===== config.mk =====
export PLATFORM = sky130hd
export DESIGN_NAME = cas_sticky_status
export DESIGN_NICKNAME = d
export VERILOG_FILES = /design/src/rtl/cas_sticky_pkg.sv /design/src/rtl/cas_store_dp.sv /design/src/rtl/cas_flag_ctrl.sv /design/src/rtl/cas_sticky_status.sv
export SDC_FILE = /design/constraint.sdc
export NUM_CORES = 1
export LEC_CHECK = 0
export BUFFER_PORTS_ARGS = -buffer_cell sky130_fd_sc_hd__buf_2
export CAP_MARGIN = 20
export CORE_AREA = 2 2 198 395
export DETAILED_ROUTE_END_ITERATION = 8
export DIE_AREA = 0 0 200 397
export PLACE_DENSITY = 0.76
export SLEW_MARGIN = 20
export SYNTH_ARGS = -nofsm -noshare
export SYNTH_HDL_FRONTEND = slang
export SYNTH_SLANG_ARGS = --single-unit

===== constraint.sdc =====
create_clock -name clk -period 26 [get_ports clk]
set_input_delay 5.2 -clock clk [delete_from_list [all_inputs] [get_ports clk]]
set_output_delay 5.2 -clock clk [all_outputs]
set_load 0.01 [all_outputs]

===== src/rtl/cas_sticky_pkg.sv =====
package cas_sticky_pkg;

  // Strobes from the flag control to the signaling store
  typedef struct packed {
    logic wrEn;     // write the cell nibbles into the selected block
    logic setFlag;  // the cell changed the block while modify mode is on
    logic fireIrq;  // the flag goes from clean to dirty this cycle
  } casStrobe_t;

endpackage


===== src/rtl/cas_store_dp.sv =====
module cas_store_dp
  import cas_sticky_pkg::*;
#(
  parameter int NUM_BLOCKS = 8,
  parameter int NIBBLES    = 24,
  localparam int BLK_W  = $clog2(NUM_BLOCKS),
  localparam int DATA_W = NIBBLES * 4
) (
  input  logic              clk,
  input  logic              rstN,
  input  casStrobe_t        strobe,
  input  logic [BLK_W-1:0]  cellBlock,
  input  logic [DATA_W-1:0] cellNibbles,
  input  logic [BLK_W-1:0]  rdBlock,
  output logic              dataDiffers,
  output logic [DATA_W-1:0] rdNibbles
);

  logic [DATA_W-1:0]   blockQ [NUM_BLOCKS];
  logic [NUM_BLOCKS-1:0] blockWr;
  logic [DATA_W-1:0]   curRow;
  logic [NIBBLES-1:0]  nibMismatch;

  // One register row per signaling block, each with its own write enable
  for (genvar b = 0; b < NUM_BLOCKS; b++) begin : g_row
    assign blockWr[b] = strobe.wrEn && (cellBlock == BLK_W'(b));
    always_ff @(posedge clk) begin
      if (!rstN) begin
        blockQ[b] <= '0;
      end else if (blockWr[b]) begin
        blockQ[b] <= cellNibbles;
      end
    end
  end

  always_comb begin
    curRow = '0;
    if (int'(cellBlock) < NUM_BLOCKS) curRow = blockQ[cellBlock];
  end

  // Nibble-wise compare, reduced to one change bit
  for (genvar k = 0; k < NIBBLES; k++) begin : g_cmp
    assign nibMismatch[k] = curRow[4*k +: 4] != cellNibbles[4*k +: 4];
  end
  assign dataDiffers = |nibMismatch;

  always_comb begin
    rdNibbles = '0;
    if (int'(rdBlock) < NUM_BLOCKS) rdNibbles = blockQ[rdBlock];
  end

endmodule


===== src/rtl/cas_flag_ctrl.sv =====
module cas_flag_ctrl
  import cas_sticky_pkg::*;
#(
  parameter int NUM_BLOCKS = 8,
  parameter int STATUS_W   = 16,
  parameter bit IRQ_LEVEL  = 1'b0,
  localparam int BLK_W = $clog2(NUM_BLOCKS),
  localparam int RSV_W = STATUS_W - NUM_BLOCKS
) (
  input  logic                clk,
  input  logic                rstN,
  input  logic                cellValid,
  input  logic [BLK_W-1:0]    cellBlock,
  input  logic                modifyEn,
  input  logic                dataDiffers,
  input  logic                swClearValid,
  input  logic [STATUS_W-1:0] swClearMask,
  output casStrobe_t          strobe,
  output logic [STATUS_W-1:0] statusReg,
  output logic                irqOut
);

  logic [NUM_BLOCKS-1:0] flagQ, flagD;
  logic [NUM_BLOCKS-1:0] selVec, setVec, clrVec;
  logic                  curFlag, curClr;

  // Block decode and per-block clear taken from the status layout
  for (genvar b = 0; b < NUM_BLOCKS; b++) begin : g_dec
    assign selVec[b] = cellBlock == BLK_W'(b);
    assign clrVec[b] = swClearValid && swClearMask[RSV_W + NUM_BLOCKS - 1 - b];
  end

  assign curFlag = |(flagQ & selVec);
  assign curClr  = |(clrVec & selVec);

  always_comb begin
    strobe.wrEn    = cellValid;
    strobe.setFlag = cellValid && modifyEn && dataDiffers;
    strobe.fireIrq = strobe.setFlag && (!curFlag || curClr);
  end

  assign setVec = strobe.setFlag ? selVec : '0;
  // A hardware set wins over a same-cycle software clear
  assign flagD  = (flagQ & ~clrVec) | setVec;

  always_ff @(posedge clk) begin
    if (!rstN) flagQ <= '0;
    else       flagQ <= flagD;
  end

  // Status word: reserved low bits, block 0 at the top bit
  for (genvar i = 0; i < STATUS_W; i++) begin : g_stat
    if (i < RSV_W) begin : g_rsv
      assign statusReg[i] = 1'b0;
    end else begin : g_flag
      assign statusReg[i] = flagQ[RSV_W + NUM_BLOCKS - 1 - i];
    end
  end

  if (IRQ_LEVEL) begin : g_irq_level
    assign irqOut = |flagQ;
  end else begin : g_irq_pulse
    logic irqQ;
    always_ff @(posedge clk) begin
      if (!rstN) irqQ <= 1'b0;
      else       irqQ <= strobe.fireIrq;
    end
    assign irqOut = irqQ;
  end

endmodule


===== src/rtl/cas_sticky_status.sv =====
module cas_sticky_status
  import cas_sticky_pkg::*;
#(
  parameter int NUM_BLOCKS = 8,
  parameter int NIBBLES    = 24,
  parameter int STATUS_W   = 16,
  parameter bit IRQ_LEVEL  = 1'b0,
  localparam int BLK_W  = $clog2(NUM_BLOCKS),
  localparam int DATA_W = NIBBLES * 4
) (
  input  logic                clk,
  input  logic                rstN,
  input  logic                cellValid,
  input  logic [BLK_W-1:0]    cellBlock,
  input  logic [DATA_W-1:0]   cellNibbles,
  input  logic                modifyEn,
  input  logic                swClearValid,
  input  logic [STATUS_W-1:0] swClearMask,
  input  logic [BLK_W-1:0]    rdBlock,
  output logic [DATA_W-1:0]   rdNibbles,
  output logic [STATUS_W-1:0] statusReg,
  output logic                irqPulse
);

  casStrobe_t strobe;
  logic       dataDiffers;

  cas_store_dp #(
    .NUM_BLOCKS(NUM_BLOCKS),
    .NIBBLES   (NIBBLES)
  ) u_dp (
    .clk        (clk),
    .rstN       (rstN),
    .strobe     (strobe),
    .cellBlock  (cellBlock),
    .cellNibbles(cellNibbles),
    .rdBlock    (rdBlock),
    .dataDiffers(dataDiffers),
    .rdNibbles  (rdNibbles)
  );

  cas_flag_ctrl #(
    .NUM_BLOCKS(NUM_BLOCKS),
    .STATUS_W  (STATUS_W),
    .IRQ_LEVEL (IRQ_LEVEL)
  ) u_ctrl (
    .clk         (clk),
    .rstN        (rstN),
    .cellValid   (cellValid),
    .cellBlock   (cellBlock),
    .modifyEn    (modifyEn),
    .dataDiffers (dataDiffers),
    .swClearValid(swClearValid),
    .swClearMask (swClearMask),
    .strobe      (strobe),
    .statusReg   (statusReg),
    .irqOut      (irqPulse)
  );

endmodule


* Word level (Yosys, flattened, before mapping)
Memories as Yosys holds them, arrays and structs flattened. Index checks and enable logic that the tools add are counted.
Operators by class: $add $sub $neg 0, multipliers 0, div/mod/pow operators 0, order comparisons 0, equality and inequality tests 31, shifts and indexed selects 0, mux-type cells 34, bitwise operators 13, reductions and logical operators 25
Operator list (count):
- 96-bit two-way mux | 8
- 4-bit inequality test | 24
- 1-bit two-way mux | 25
- 8-bit AND | 3
- 24-bit OR reduction | 1
- 1-bit logical AND | 19
- 8-bit OR reduction | 2
- 3-bit == test (second input constant) | 4
- 8-bit two-way mux | 1
- 8-bit NOT | 1
- 1-bit bitwise OR | 8
- 8-bit bitwise OR | 1
- 3-bit by 2-bit == test with 1-bit output (second input constant) | 2
- 3-bit by 1-bit == test with 1-bit output (second input constant) | 1
- 3-bit logical NOT | 1
- 1-bit logical NOT | 1
- 1-bit logical OR | 1
Storage, ports and cells: bits in registers 9, bits in latches 0, memory bits (writable) 768, memory bits (read-only) 0, input port bits 123, output and inout bits 113, logic and storage cells 106, memories kept 1
Memory list:
- u_dp.blockQ | words 8, width 96, rd ports 2, clocked after memory_dff 0, wr ports 8, line cas_store_dp.sv:19 | logic [DATA_W-1:0] blockQ [NUM_BLOCKS];

* Longest topological paths before layout
word-level depth 6, depth in mapped cells 13, gate-level depth less buffers 9

* Cells and area by module
Synthesis repeated with hierarchy kept, for this count alone.
Unflattened totals: cells, all modules 2771, area, all modules 41492.3 µm²
By module, submodules not included:
- cas_store_dp | instances 1, cells an instance 2702, area each 40859.2 µm², sequential area each 23062.1 µm²
- cas_flag_ctrl | instances 1, cells an instance 69, area each 633.1 µm², sequential area each 180.2 µm²

* Worst setup path after synthesis
Ideal clock, no wire load.
kind in2reg, start in cellBlock[1], end mem u_dp.blockQ[3][0] in the netlist's numbering (enable), library setup time 683 ps, data arrival time 12966 ps, data required time 25317 ps, setup slack 12350 ps, cell stages on the path 7, path buffers 5, cells stage by stage buf_6 -> buf_4 -> buf_6 -> buf_2 -> buf_2 -> nand2_1 -> o21ai_0
RTL lines:
- start, declared | line cas_sticky_status.sv:14 | input logic [BLK_W-1:0] cellBlock,
- end, declared | line cas_store_dp.sv:19

* Worst setup path in the final report
start in rdBlock[0], end out rdNibbles[58]
Between the ends: cells in the longest elaborated chain, start to end 1
Ends and longest elaborated chain:
- start, declared | line cas_sticky_status.sv:19 | input logic [BLK_W-1:0] rdBlock,
- memory 8 x 96 bit
- end, declared | line cas_sticky_status.sv:20 | output logic [DATA_W-1:0] rdNibbles,
Every way passes these cells.

==> results.toml <==
[outcome]
run_status = "completed"

[placed_design]
gp_congestion = 0.8148
detailedPlacementHpwl_mm = 68.61
pre_cts_slack_ns = 11.14
portBuffers = 219

[logic_synthesis]
synth.area.top_cells = "edfxtp_1, mux4_2, and2_1, and3_1, mux2_2"
ys_ff_latch = 777
async_reset_ff_share_pct = 0
syn-mean-instance-area_um2 = 14.48
synth_top_area_share_pct = 55.27
dominantRegCellSynth = "edfxtp_1"
syn-instance-count = 2882
synthDominantAreaCellType = "edfxtp_1"
synthDistinctLibCells = 46
warning_count_from_the_yosys_run = 0
count_of_flip_flops_with_a_built_in_enable_after_synthesis = 768
yosysSeqAreaShare_pct = 55.71
post_synth_instance_area_um2 = 41720

[cells_and_area]
multi_input_comb_area_um2 = 17370
area_growth_syn_to_layout_pct = 9.587
n_fill_cell = 5810
postLayoutCoreUtil_pct = 59.71
final_net_count = 3087
share_of_post_route_cells_with_drive_strength_above_1_pct = 27.83
final-seq-area_um2 = 23240

[power_and_ir_drop]
power-per-cell-area_nw_per_um2 = 64.55
vdd_ir_drop_max_mv = 0.05798
total_leakage_power_uw = 0.01750

[clock_network]
cts_htree_levels = 3
tritoncts = "yes"
clk_path_buf_depth = 3
cts_setup_buffers = 0
ctsHoldBuffers = 0
tritoncts.num_buffers = 70
clock-sinks = 777
clock_tree.root_cell = "clkbuf_16"
clk_transition_reported_paths_ns = 0.06
cts-resized-gates = 0
insertion_delay_ns = 0.64

[detailed_routing]
initialDrtViolationCount = 2992
route.detailed.drc = 0
drt-pass1-iter-count = 5
drt-vias-per-instance = 6.837
detailroute.via_count = 27660
routed_wirelength_mm = 124.7
wire_per_inst_um = 30.82
antenna_left = 0

[global_routing]
grt_pass1_vias = 28290
globalRouteTotalUtil_pct = 31.47
grt-ovfl-total = 0
antenna_found_initial = 18
first_pass_grt_wire_length_mm = 181.2
pin_count_of_the_biggest_net_entering_global_routing = 125

[min_path]
min_delay_path_class = "register to register"

[timing]
skew_final_ns = 0.02480
rsz0062_at_grt = "no"
fmax_ghz = 0.06814
slew_headroom_pct = 23.69
worst_hold_slack_ns = 0.4925
timing.final.setup_violations = 0
final-max-slew-violation-count = 0
worstMarginPinSlew_ns = 1.145
timing.final.ws_setup_ns = 11.32
finalHoldViolations = 0
finalSetupTns_ns = 0
post-route-min-period_ns = 14.68
min_period_over_period_pct = 56.45

[floorplan]
floorplan.initialDensity_pct = 54.49
floorplan.io_pins = 236
rows = 144
dieWidth_um = 200
chipHeight_um = 397
floorplan.core_area_um2 = 76570
design.die.area_um2 = 79400

[worst_setup_path]
cp_max_fo = 77
setup.worst_path.start_class = "primary input"
endpoint_kind = "primary output"
timing.critical_path.required_ns = 20.80
crit_arrival_ns = 9.48
worst-setup-path-type = "primary input to primary output"

[run]
cap_viol_max_count = 0
stage by stage:
step	power [uW]	cells	instance area, um^2
final	2951	4045	45720
after global routing	3027	4038	45710
after CTS	2950	4036	45680
after detailed placement	1958	3913	43520
after global placement	1945	3913	43520
after floorplan	1799	2889	41750
state kept, by name, summed over array words and instances, names as in the netlist:
signal,count
u_ctrl.flagQ,8
u_ctrl.irqOut,1
u_dp.blockQ,768
routing by layer:
layer,routed length (um),GRT usage [%]
met5,202,0
met4,6251,15.04
met3,14220,7.341
met2,59450,50.29
met1,44570,40.65
where the power goes:
group,internal [uW],switching [uW]
combinational,178,260
clock,552,457
sequential,1460,41.9
total,2190,759
kinds of logic (layout without fill, tap and decap cells):
kind of cell | count (synthesis) | in the layout | share of synthesized area [%]
compound gates | 227 | 227 | 3.773
xor+xnor | 95 | 95 | 1.994
buf+inv | 281 | 407 | 3.089
flops | 777 | 777 | 55.71
mux | 614 | 614 | 22.48
other cells | 1 | 16 | 0.008988
simple gates | 887 | 887 | 12.95
critical path, cell delays in order:
cell,delay [ns]
buf_8,0.62
buf_4,0.82
buf_4,0.91
buf_4,0.63
mux4_2,0.59
mux2_2,0.31
buf_2,0.15
Yosys cell counts (2+ instances only):
library cell / n
a21oi_1: 22
o311ai_0: 3
buf_1: 22
a221oi_1: 37
nor4_1: 11
o221ai_1: 5
and2_1: 385
nand4_1: 14
mux4_2: 238
nand2_1: 36
nand3_1: 21
inv_2: 2
buf_2: 31
nor3_1: 9
edfxtp_1: 768
mux2i_1: 173
a22oi_1: 37
a211oi_1: 3
buf_6: 16
nand2_2: 2
xor2_1: 46
o32ai_1: 6
nor2b_1: 4
clkbuf_1: 189
nand2b_1: 4
xnor2_1: 49
dfxtp_1: 9
o2bb2ai_1: 2
nor2_1: 13
mux2_2: 203
buf_4: 20
a2bb2oi_1: 6
o21ai_0: 27
o31ai_1: 2
o22ai_1: 70
a22o_1: 3
and3_1: 385
cell usage in the layout (no fill, tap or decap), types with 4 or more instances in the layout:
cell / synthesis / final
clkinv_2: 0 / 10
nor2_4: 0 / 5
mux4_2: 238 / 238
nor3_1: 9 / 9
o21ai_0: 27 / 19
o221ai_1: 5 / 5
inv_6: 0 / 4
o32ai_1: 6 / 6
nand3_1: 21 / 21
dfxtp_1: 9 / 9
nor4_1: 11 / 11
nand4_1: 14 / 14
a221oi_1: 37 / 37
conb_1: 1 / 8
and3_1: 385 / 384
buf_2: 31 / 213
o22ai_1: 70 / 70
clkbuf_16: 0 / 73
a2bb2oi_1: 6 / 6
xnor2_1: 49 / 49
diode_2: 0 / 8
mux2_2: 203 / 203
bufinv_16: 0 / 4
nor2_1: 13 / 9
mux2i_1: 173 / 173
xor2_1: 46 / 46
edfxtp_1: 768 / 768
nand2_1: 36 / 36
a22oi_1: 37 / 37
o21ai_4: 0 / 8
a21oi_1: 22 / 22
buf_4: 20 / 62
clkbuf_1: 189 / 12
and2_1: 385 / 384
clkinv_1: 0 / 19
area by class of cell:
type                    instances  area share (%)
multi-input cells            1831           37.99
repair buffers                281           3.593
clock buffers                  85           4.094
well taps                    1022           2.797
inverters                       3         0.02463
flip-flops and latches        777           50.83
clock inverters                38          0.6239
diodes                          8         0.04378
worst paths after layout:
check                                         from  slack, ns         endpoint  depth (start not counted)
worst max-delay path                    rdBlock[0]      11.32    rdNibbles[58]                          7
worst max register to register  u_dp.blockQ[4][42]      21.69  u_ctrl.flagQ[4]                          9
worst min-delay path               u_ctrl.flagQ[5]       0.49  u_ctrl.flagQ[5]                          2
worst min register to register     u_ctrl.flagQ[5]       0.49  u_ctrl.flagQ[5]                          2
(Power assumes the default switching activity.)
